==> src/rtl/ptl_pkg.sv <==
// Package: shared state encoding for the pen trigger rate limiter.
// Assumes: only the control FSM writes the state; other units only read it.
package ptl_pkg;
    typedef enum logic [2:0] {
        ST_OFF         = 3'd0,  // powered down, pen masked
        ST_IDLE        = 3'd1,  // waiting for pen edge, unmasked
        ST_WAIT_MASKED = 3'd2,  // poll wait, pen stays masked
        ST_WAIT_OPEN   = 3'd3,  // poll wait, pen unmasked
        ST_ARMED       = 3'd4   // trigger issued, waiting scan/pause
    } ptl_state_e;
endpackage

==> src/rtl/ptl_pen_sync.sv <==
// Module: ptl_pen_sync
// Synchronizes the asynchronous pen level through STAGES flops and flags
// its rising edge for one cycle.
// Assumes: the pen level is slow compared with the clock.
module ptl_pen_sync #(
    parameter int STAGES = 2
) (
    input  logic clk,
    input  logic rst_n,
    input  logic async_i,
    output logic rise_o
);
    logic [STAGES-1:0] chain_q;
    logic              prev_q;

    generate
        if (STAGES == 1) begin : g_one
            // Purpose: single capture flop
            always_ff @(posedge clk) begin
                if (!rst_n) chain_q <= '0;
                else        chain_q <= async_i;
            end
        end else begin : g_many
            // Purpose: multi-flop capture chain
            always_ff @(posedge clk) begin
                if (!rst_n) chain_q <= '0;
                else        chain_q <= {chain_q[STAGES-2:0], async_i};
            end
        end
    endgenerate

    // Purpose: remember last synchronized level for edge detection
    always_ff @(posedge clk) begin
        if (!rst_n) prev_q <= 1'b0;
        else        prev_q <= chain_q[STAGES-1];
    end

    assign rise_o = chain_q[STAGES-1] & ~prev_q;
endmodule

==> src/rtl/ptl_interval_timer.sv <==
// Module: ptl_interval_timer
// One-shot down counter. A load of value L makes expire_o high in the
// cycle after L further edges, so the consumer acts at edge L+1.
// A load has priority over a cancel. Expiry stops the timer unless it is reloaded.
// Assumes: load and cancel are single-cycle commands from the FSM.
module ptl_interval_timer #(
    parameter int TW = 20
) (
    input  logic          clk,
    input  logic          rst_n,
    input  logic          load_i,
    input  logic [TW-1:0] load_val_i,
    input  logic          cancel_i,
    output logic          expire_o
);
    logic [TW-1:0] cnt_q;
    logic          run_q;

    assign expire_o = run_q && (cnt_q == '0);

    // Purpose: count down and track whether the timer is running
    always_ff @(posedge clk) begin
        if (!rst_n) begin
            cnt_q <= '0;
            run_q <= 1'b0;
        end else if (load_i) begin
            cnt_q <= load_val_i;
            run_q <= 1'b1;
        end else if (cancel_i || expire_o) begin
            run_q <= 1'b0;
        end else if (run_q) begin
            cnt_q <= cnt_q - 1'b1;
        end
    end
endmodule

==> src/rtl/ptl_ctrl.sv <==
// Module: ptl_ctrl
// Control FSM: mask control, trigger generation, poll counting and timer
// commands. Priority per cycle is disable, pen edge, enable, scan done,
// then timer expiry.
// Assumes: pen_rise_i is already synchronized; expire_i comes from a
// timer that this module commands.
module ptl_ctrl
    import ptl_pkg::*;
#(
    parameter int TW          = 20,
    parameter int MIN_POLLS   = 3,
    parameter int EXTRA_POLLS = 3
) (
    input  logic          clk,
    input  logic          rst_n,
    input  logic          pen_rise_i,
    input  logic          enable_i,
    input  logic          disable_i,
    input  logic          scan_done_i,
    input  logic          expire_i,
    input  logic [TW-1:0] interval_i,
    input  logic [TW-1:0] scan_len_i,
    output logic          tmr_load_o,
    output logic [TW-1:0] tmr_val_o,
    output logic          tmr_cancel_o,
    output logic          mask_o,
    output logic          trigger_o,
    output ptl_state_e    state_o
);
    localparam int TOTAL_POLLS = MIN_POLLS + EXTRA_POLLS;
    localparam int PCW = $clog2(TOTAL_POLLS + 1);
    localparam logic [PCW-1:0] TOTAL_C = PCW'(TOTAL_POLLS);
    localparam logic [PCW-1:0] MIN_C   = PCW'(MIN_POLLS);

    ptl_state_e     state_q, state_d;
    logic [PCW-1:0] pc_q, pc_d, pc_inc;
    logic           mask_q, mask_d;
    logic           trig_q, trig_d;
    logic [TW-1:0]  rest_delay;
    logic           pen_evt;

    // Purpose: pause after a scan, saturating at zero
    always_comb begin
        if (interval_i > scan_len_i) rest_delay = interval_i - scan_len_i;
        else                         rest_delay = '0;
    end

    assign pc_inc  = pc_q + 1'b1;
    assign pen_evt = pen_rise_i && !mask_q && (state_q != ST_OFF);

    // Purpose: next-state, mask, trigger and timer command decoding
    always_comb begin
        state_d      = state_q;
        pc_d         = pc_q;
        mask_d       = mask_q;
        trig_d       = 1'b0;
        tmr_load_o   = 1'b0;
        tmr_cancel_o = 1'b0;
        tmr_val_o    = interval_i;
        if (disable_i) begin
            state_d      = ST_OFF;
            mask_d       = 1'b1;
            tmr_cancel_o = 1'b1;
        end else if (pen_evt) begin
            state_d      = ST_ARMED;
            pc_d         = '0;
            mask_d       = 1'b1;
            trig_d       = 1'b1;
            tmr_cancel_o = 1'b1;
        end else if (enable_i && state_q == ST_OFF) begin
            state_d = ST_IDLE;
            mask_d  = 1'b0;
        end else if (scan_done_i && state_q == ST_ARMED) begin
            tmr_load_o = 1'b1;
            tmr_val_o  = rest_delay;
        end else if (expire_i) begin
            unique case (state_q)
                ST_ARMED: begin
                    if (pc_q < TOTAL_C) begin
                        pc_d       = pc_inc;
                        tmr_load_o = 1'b1;
                        if (pc_inc >= MIN_C) begin
                            state_d = ST_WAIT_OPEN;
                            mask_d  = 1'b0;
                        end else begin
                            state_d = ST_WAIT_MASKED;
                        end
                    end else begin
                        state_d = ST_IDLE;
                        mask_d  = 1'b0;
                    end
                end
                ST_WAIT_OPEN: begin
                    mask_d  = 1'b1;
                    state_d = ST_ARMED;
                    trig_d  = 1'b1;
                end
                ST_WAIT_MASKED: begin
                    state_d = ST_ARMED;
                    trig_d  = 1'b1;
                end
                default: begin
                    state_d = state_q;
                end
            endcase
        end
    end

    // Purpose: state, poll count, mask and trigger registers
    always_ff @(posedge clk) begin
        if (!rst_n) begin
            state_q <= ST_OFF;
            pc_q    <= '0;
            mask_q  <= 1'b1;
            trig_q  <= 1'b0;
        end else begin
            state_q <= state_d;
            pc_q    <= pc_d;
            mask_q  <= mask_d;
            trig_q  <= trig_d;
        end
    end

    assign mask_o    = mask_q;
    assign trigger_o = trig_q;
    assign state_o   = state_q;
endmodule

==> src/rtl/pen_trig_limiter.sv <==
// Module: pen_trig_limiter (top)
// Turns a pen-down level into paced sample triggers, masking the pen
// source while polling and falling back to idle after a bounded window.
// Assumes: interval_i and scan_len_i are in clock cycles and held stable
// while a pause is running.
module pen_trig_limiter
    import ptl_pkg::*;
#(
    parameter int TW          = 20,
    parameter int SYNC_STAGES = 2,
    parameter int MIN_POLLS   = 3,
    parameter int EXTRA_POLLS = 3
) (
    input  logic          clk,
    input  logic          rst_n,
    input  logic          pen_irq_i,
    input  logic          enable_i,
    input  logic          disable_i,
    input  logic          scan_done_i,
    input  logic [TW-1:0] interval_i,
    input  logic [TW-1:0] scan_len_i,
    output logic          irq_mask_o,
    output logic          trigger_o
);
    logic          pen_rise;
    logic          tmr_load;
    logic          tmr_cancel;
    logic          tmr_expire;
    logic [TW-1:0] tmr_val;
    ptl_state_e    state_q;

    ptl_pen_sync #(.STAGES(SYNC_STAGES)) u_sync (
        .clk     (clk),
        .rst_n   (rst_n),
        .async_i (pen_irq_i),
        .rise_o  (pen_rise)
    );

    ptl_interval_timer #(.TW(TW)) u_timer (
        .clk        (clk),
        .rst_n      (rst_n),
        .load_i     (tmr_load),
        .load_val_i (tmr_val),
        .cancel_i   (tmr_cancel),
        .expire_o   (tmr_expire)
    );

    ptl_ctrl #(
        .TW          (TW),
        .MIN_POLLS   (MIN_POLLS),
        .EXTRA_POLLS (EXTRA_POLLS)
    ) u_ctrl (
        .clk          (clk),
        .rst_n        (rst_n),
        .pen_rise_i   (pen_rise),
        .enable_i     (enable_i),
        .disable_i    (disable_i),
        .scan_done_i  (scan_done_i),
        .expire_i     (tmr_expire),
        .interval_i   (interval_i),
        .scan_len_i   (scan_len_i),
        .tmr_load_o   (tmr_load),
        .tmr_val_o    (tmr_val),
        .tmr_cancel_o (tmr_cancel),
        .mask_o       (irq_mask_o),
        .trigger_o    (trigger_o),
        .state_o      (state_q)
    );
endmodule

==> config.mk <==
export PLATFORM = sky130hd
export DESIGN_NAME = pen_trig_limiter
export DESIGN_NICKNAME = d
export VERILOG_FILES = /design/src/rtl/ptl_pkg.sv /design/src/rtl/ptl_pen_sync.sv /design/src/rtl/ptl_interval_timer.sv /design/src/rtl/ptl_ctrl.sv /design/src/rtl/pen_trig_limiter.sv
export SDC_FILE = /design/constraint.sdc
export NUM_CORES = 1
export LEC_CHECK = 0
export ABC_AREA = 1
export BUFFER_PORTS_ARGS = -buffer_cell sky130_fd_sc_hd__buf_4
export CAP_MARGIN = 10
export CORE_MARGIN = 5
export CORE_UTILIZATION = 45
export DETAILED_ROUTE_END_ITERATION = 8
export PLACE_DENSITY = 0.65
export SYNTH_ARGS = -nofsm -noshare
export SYNTH_HDL_FRONTEND = slang
export SYNTH_SLANG_ARGS = --single-unit
==> constraint.sdc <==
create_clock -name clk -period 5.5 [get_ports clk]
set_input_delay 1.1 -clock clk [delete_from_list [all_inputs] [get_ports clk]]
set_output_delay 1.1 -clock clk [all_outputs]
set_load 0.03 [all_outputs]
==> metrics, run 1 <==
status completed; die width between 100 and 150 um; vias per cell roughly 5; worst-margin pin slew around 0.62 ns; Clock Latency Late Sink a little under 0.3 ns; share of the synthesized area in the top cell type 0.202; initial antenna violation count 0; first-pass GRT wire length ~17,000 um; Worst Hold Class reg -> reg; remaining antenna violation count 0; grt met2 use 0.325; sequential cell area fraction in the yosys report 0.172; IO buf count between 40 and 50; GRT busiest layer met2; Routed Wire Length about 10,000 um; fill cell count 853; Worst-path clk slew approximately 0.07 ns; Yosys reg bits 32; crit-path max FO 4; vias in the first global route roughly 3.8k; area occupied by multi-input gates 0.00258 mm2; dpl ws approximately 2.4 ns; Storage cell area around 640 um2; CP startpoint kind input port; syn nets between 700 and 800; Layout area overhead 14.7%; Rows 33; synthesized area roughly 0.0037 mm2; Final Hold Fails 0; Root Driver clkbuf_8; Switching Power ~210 uW; setup bufs post-CTS 0; min Tclk post-route approximately 2.8 ns; M3 GR Usage 0.0325; Top Ports 48; DRC 0; nets 773; Synth area leader nand2_1; layout cell share with drive strength beyond 1 0.115; total power just under 700 uW; Avg Cell Area, Syn around 5.6 um2; Max-cap violations 0; Max VDD drop 82.0 uV; CP required around 5.7 ns; sequential share of power 0.342; CTS Hold Bufs 0; count of cell types in the netlist 37; Iter 0 DRT Violations 286; Slew Limit Fails 0; CTS sink cnt 32; clock buffer depth 2; Critical Path Sink Type register; die height 101 um; Sw Ratio 0.308; Initial Utilization 0.457; Slew Limit Headroom 0.588; Setup TNS Final 0 ns; via count 4,073; Core Region just over 0.008 mm2; Post-DP HPWL about 8500 um; most frequent cells in the layout nand2_1 (200), inv_1 (109), nor2_1 (79); die area between 0.01 and 0.015 mm2; fin crit share 0.513; skew final around 0.0048 ns; overflow left after global routing 0; Pwr per Cell Area ~160 mW/mm2; Worst Path Arrival 3.04 ns; Routed WL per cell about 13 um; R2R Setup Slk just under 3 ns; RePlAce Congestion approximately 0.87; largest net degree at the start of global routing 35; final-report setup violation count 0; most common cell after layout, fill and taps aside nand2_1; H-tree levels 2; ranking of synthesized cells by area nand2_1 (20%), dfxtp_1 (17%), inv_1 (11%); Pint around 470 uW; fmax between 0.3 and 0.4 GHz; cts bufs inserted 5; Mapped Cells between 600 and 700; # diodes 0; post-cts sizing count 0; Setup Crit Path Kind in -> reg; Ys Warns 0; Total Routing Usage GR 0.210; CTS tree built; global routing met1 resource utilization 0.302; RSZ-0062 raised after global routing no; Gate power share 0.292; clock share of power 0.367; worst setup margin about 2.7 ns; Leakage Power around 2.4 nW; DRT Pass-1 Iters 5
power groups by stage:
stage	combinational [mW]	clock [mW]	sequential [mW]
detailed placement	0.198	0	0.239
CTS	0.199	0.253	0.234
finish	0.199	0.251	0.234
floorplan	0.132	0	0.239
global placement	0.197	0	0.239
global route	0.226	0.262	0.234
critical path, stage by stage:
cell	delay (ns)
buf_4	0.10
inv_1	0.07
ha_1	0.14
inv_1	0.07
fa_1	0.43
nand3_1	0.09
nand3_1	0.15
nand2_1	0.10
nand2_1	0.12
nand3_1	0.13
nand2_1	0.07
nand2_1	0.05
nand2_1	0.06
o21bai_1	0.16
nand2_1	0.08
a21oi_2	0.11
path summary, 6_finish.rpt:
path                     start                end  cells past startpoint
max reg2reg   u_timer.cnt_q[0]  u_timer.cnt_q[11]                     12
min reg2reg  u_sync.chain_q[0]  u_sync.chain_q[1]                      2
max              interval_i[0]  u_timer.cnt_q[14]                     16
min          u_sync.chain_q[0]  u_sync.chain_q[1]                      2
logic make-up after synthesis:
family                     share of synthesized area
and+or+nand+nor                                0.418
buffers and inverters                          0.133
AOI/OAI and AO/OA                              0.148
DFF                                            0.172
adders and majority gates                     0.0862
xor gates and xnor gates                      0.0424
through the flow:
stage / utilization / hold slack [ns] / area [um2] / std cells
2_1_floorplan: - / 0.390 / 3720 / 659
3_3_place_gp: 0.508 / 0.404 / 4140 / 800
3_5_place_dp: 0.508 / 0.408 / 4140 / 800
4_1_cts: 0.524 / 0.427 / 4260 / 808
5_1_grt: 0.524 / 0.440 / 4260 / 808
6_report: 0.524 / 0.422 / 4260 / 808
metal layers:
metal	routed length (um)	vias up
met4	246	0
li1	-	2180
met5	0	-
met1	5150	1767
met2	4490	103
met3	484	23
state kept, by name (all words and copies together) (netlist names):
| name | flops |
|---|---|
| u_timer.cnt_q | 20 |
| u_ctrl.pc_q | 3 |
| u_ctrl.state_o | 3 |
| u_sync.chain_q | 2 |
| u_ctrl.mask_o | 1 |
| u_ctrl.trigger_o | 1 |
| u_sync.prev_q | 1 |
| u_timer.run_q | 1 |
synthesized netlist by cell type (all sizes together):
cell / count
or2: 1
a21oi: 46
o2111ai: 1
o31ai: 1
clkinv: 1
nand3b: 8
ha: 24
fa: 1
nand3: 36
o211ai: 4
buf: 8
o21bai: 4
xnor2: 14
inv: 112
xor2: 4
nor4: 3
dfxtp: 32
clkbuf: 3
nand4: 11
o21ai: 44
nor2: 88
nor3: 6
nand2: 206
and2: 1
area by class of cell:
type	instances	share of cell area
Multi-Input combinational cell	503	0.606
Sequential cell	32	0.150
Inverter	113	0.101
Timing Repair Buffer	47	0.0828
Tap cell	105	0.0308
Clock buffer	7	0.0226
Clock inverter	1	0.00705
No activity file was read; power rests on OpenSTA's default activity.
==> inputs of run 2 (changes only) <==
==> constraint.sdc (replaced) <==
create_clock -name clk -period 2.8 [get_ports clk]
set_input_delay 0.56 -clock clk [delete_from_list [all_inputs] [get_ports clk]]
set_output_delay 0.56 -clock clk [all_outputs]
set_load 0.03 [all_outputs]
==> run 2 against run 1 <==
Sequential share of layout area increased by 0.089 points. Core utilization down 0.31 points. Critical path depth stayed put. Clock skew grew 0.0038 ns. Global-route usage up 0.17 points. Critical path type unchanged. Largest power group is now sequential cells.
==> metrics, run 2 (same netlist as run 1, synthesis figures left out) <==
Pwr per Cell Area 291 mW/mm2 (+81%); R2R Path End u_timer.cnt_q[11]; Slew Limit Fails 0 (unchanged); Routed WL per cell 12.9 um (about the same); largest net degree at the start of global routing 34 (-2.9%); Top Ports 48 (unchanged); die width 101 um (unchanged); Min-Delay Endpoint u_sync.chain_q[1]; most common cell after layout, fill and taps aside nand2_1; Critical Path, Cell by Cell buf_4 -> inv_1 -> ha_1 -> inv_1 -> fa_1 -> nand3_1 -> nand3_1 -> nand2_1 -> nand2_1 -> nand3_1 -> nand2_1 -> nand2_1 -> nand2_1 -> o21bai_1 -> nand2_1 -> a21oi_2; Slew Limit Headroom 0.592 (+0.00454); setup bufs post-CTS 0 (unchanged); first-pass GRT wire length 17,600 um (+0.63%); overflow left after global routing 0 (unchanged); clock buffer depth 2 (unchanged); nets 774 (+0.13%); DRC 0 (unchanged); crit-path max FO 4 (unchanged); CTS tree built; CTS Hold Bufs 0 (unchanged); CP max-delay cell fa_1; die height 101 um (unchanged); Iter 0 DRT Violations 284 (-0.70%); via count 4,043 (-0.74%); Max-cap violations 0 (unchanged); min Tclk post-route about 2.3 ns; Total Routing Usage GR 0.211 (+0.00166); Root Driver clkbuf_8; CP startpoint kind input port; Critical R2R Launch u_timer.cnt_q[0]; fill cell count 865 (+1.4%); H-tree levels 2 (unchanged); DRT Pass-1 Iters 5 (unchanged); IO buf count 47 (unchanged); post-cts sizing count 0 (unchanged); fin crit share 0.816; Worst Hold Class reg -> reg; CP required 3.02 ns (-2.70 ns); remaining antenna violation count 0 (unchanged); most frequent cells in the layout nand2_1 (200), inv_1 (109), nor2_1 (79); Leakage Power 2.40 nW (-0.65%); dpl ws 0.220 ns (-2.17 ns); Clock Latency Late Sink 0.29 ns (about the same); slowest stage delay, CP 0.44 ns (about the same); skew final 0.00857 ns (+0.00380 ns); Reg with most FFs u_timer.cnt_q; Worst Path Arrival 2.51 ns (-0.53 ns); area occupied by multi-input gates 0.00258 mm2 (unchanged); Max VDD drop 128 uV (+56%); Storage cell area 641 um2 (unchanged); max reg flops 20 (unchanged); fmax 0.438 GHz; die area 0.0102 mm2 (unchanged); reg2reg path depth 12 (unchanged); Core Region 0.00813 mm2 (unchanged); cts bufs inserted 5 (unchanged); layout cell share with drive strength beyond 1 0.115 (-0.000164); vias in the first global route 3,780 (-0.60%); Initial Utilization 0.457 (unchanged); final-report setup violation count 0 (unchanged); Critical Path Most Common Cell nand2_1; initial antenna violation count 0 (unchanged); worst setup margin 0.516 ns (-2.16 ns); CTS sink cnt 32 (unchanged); RePlAce Congestion 0.896 (+2.6%); Final Hold Fails 0 (unchanged); RSZ-0062 raised after global routing no; hold path start u_sync.chain_q[0]; Setup TNS Final 0 ns (unchanged); worst-margin pin slew 0.609 ns (-0.00678 ns); vias per cell 5.00 (-0.86%); Worst-path clk slew 0.08 ns (about the same); # diodes 0 (unchanged); Post-DP HPWL 8580 um (+0.41%); status completed; hold depth 2 (unchanged); Layout area overhead 14.0%; Critical Path Sink Type register; Setup Crit Path Kind in -> reg; R2R Setup Slk 0.56 ns (-2.37 ns); Rows 33 (unchanged); Routed Wire Length 10,400 um (+0.17%)
## run 2: cell types whose count changed in the layout (fill, tap and decap cells not counted), sizes merged
cell / previous run / this run
buf: 47 / 48
clkinvlp: 0 / 1
bufinv: 1 / 0
## run 2: worst max-delay path by stage
stage                                start                end  slack [ns]  depth (start not counted)
after floorplan              interval_i[0]  u_timer.cnt_q[13]        0.61                         13
after global placement       interval_i[0]  u_timer.cnt_q[14]        0.29                         16
after detailed placement     interval_i[0]  u_timer.cnt_q[14]        0.22                         16
after CTS                    interval_i[0]  u_timer.cnt_q[14]        0.53                         16
after global routing      u_timer.cnt_q[2]  u_timer.cnt_q[11]        0.27                         11
final                        interval_i[0]  u_timer.cnt_q[14]        0.52                         16
## run 2: final cells by class
class	count	area share
well taps	105	0.0310
repair buffers	48	0.0851
clock buffers	7	0.0204
multi-input cells	503	0.609
clock inverters	1	0.00177
inverters	113	0.101
flip-flops and latches	32	0.151
## run 2: critical path, delay by kind of cell
kind	cells	cell delay, ns
AO/OA/AOI/OAI	2	0.26
adder cells (fa/ha/maj)	2	0.58
buffers and inverters	3	0.24
AND/OR/NAND/NOR	9	0.88
## run 2: per-stage QoR
step	hold slack (ns)	instances	total power, mW	cell area, um2	utilization
after floorplan	0.390	659	0.730	3720	-
after global placement	0.406	801	0.858	4140	0.509
after detailed placement	0.409	801	0.859	4140	0.509
after CTS	0.429	809	1.24	4240	0.521
after global routing	0.442	809	1.31	4240	0.521
final	0.421	809	1.23	4240	0.521
## run 2: power by group
part           leakage (nW)  switching, mW  internal, mW
Sequential            0.258        0.00128         0.458
Combinational          2.10          0.235         0.158
Clock                0.0445          0.182         0.200
## run 2: layer usage
metal / up-vias / global-route usage / wire length (um)
met2: 96 / 0.355 / 4680
li1: 2170 / - / -
met3: 4 / 0.0277 / 508
met1: 1773 / 0.298 / 5170
met4: 0 / 0.0228 / 32
met5: - / 0 / 0
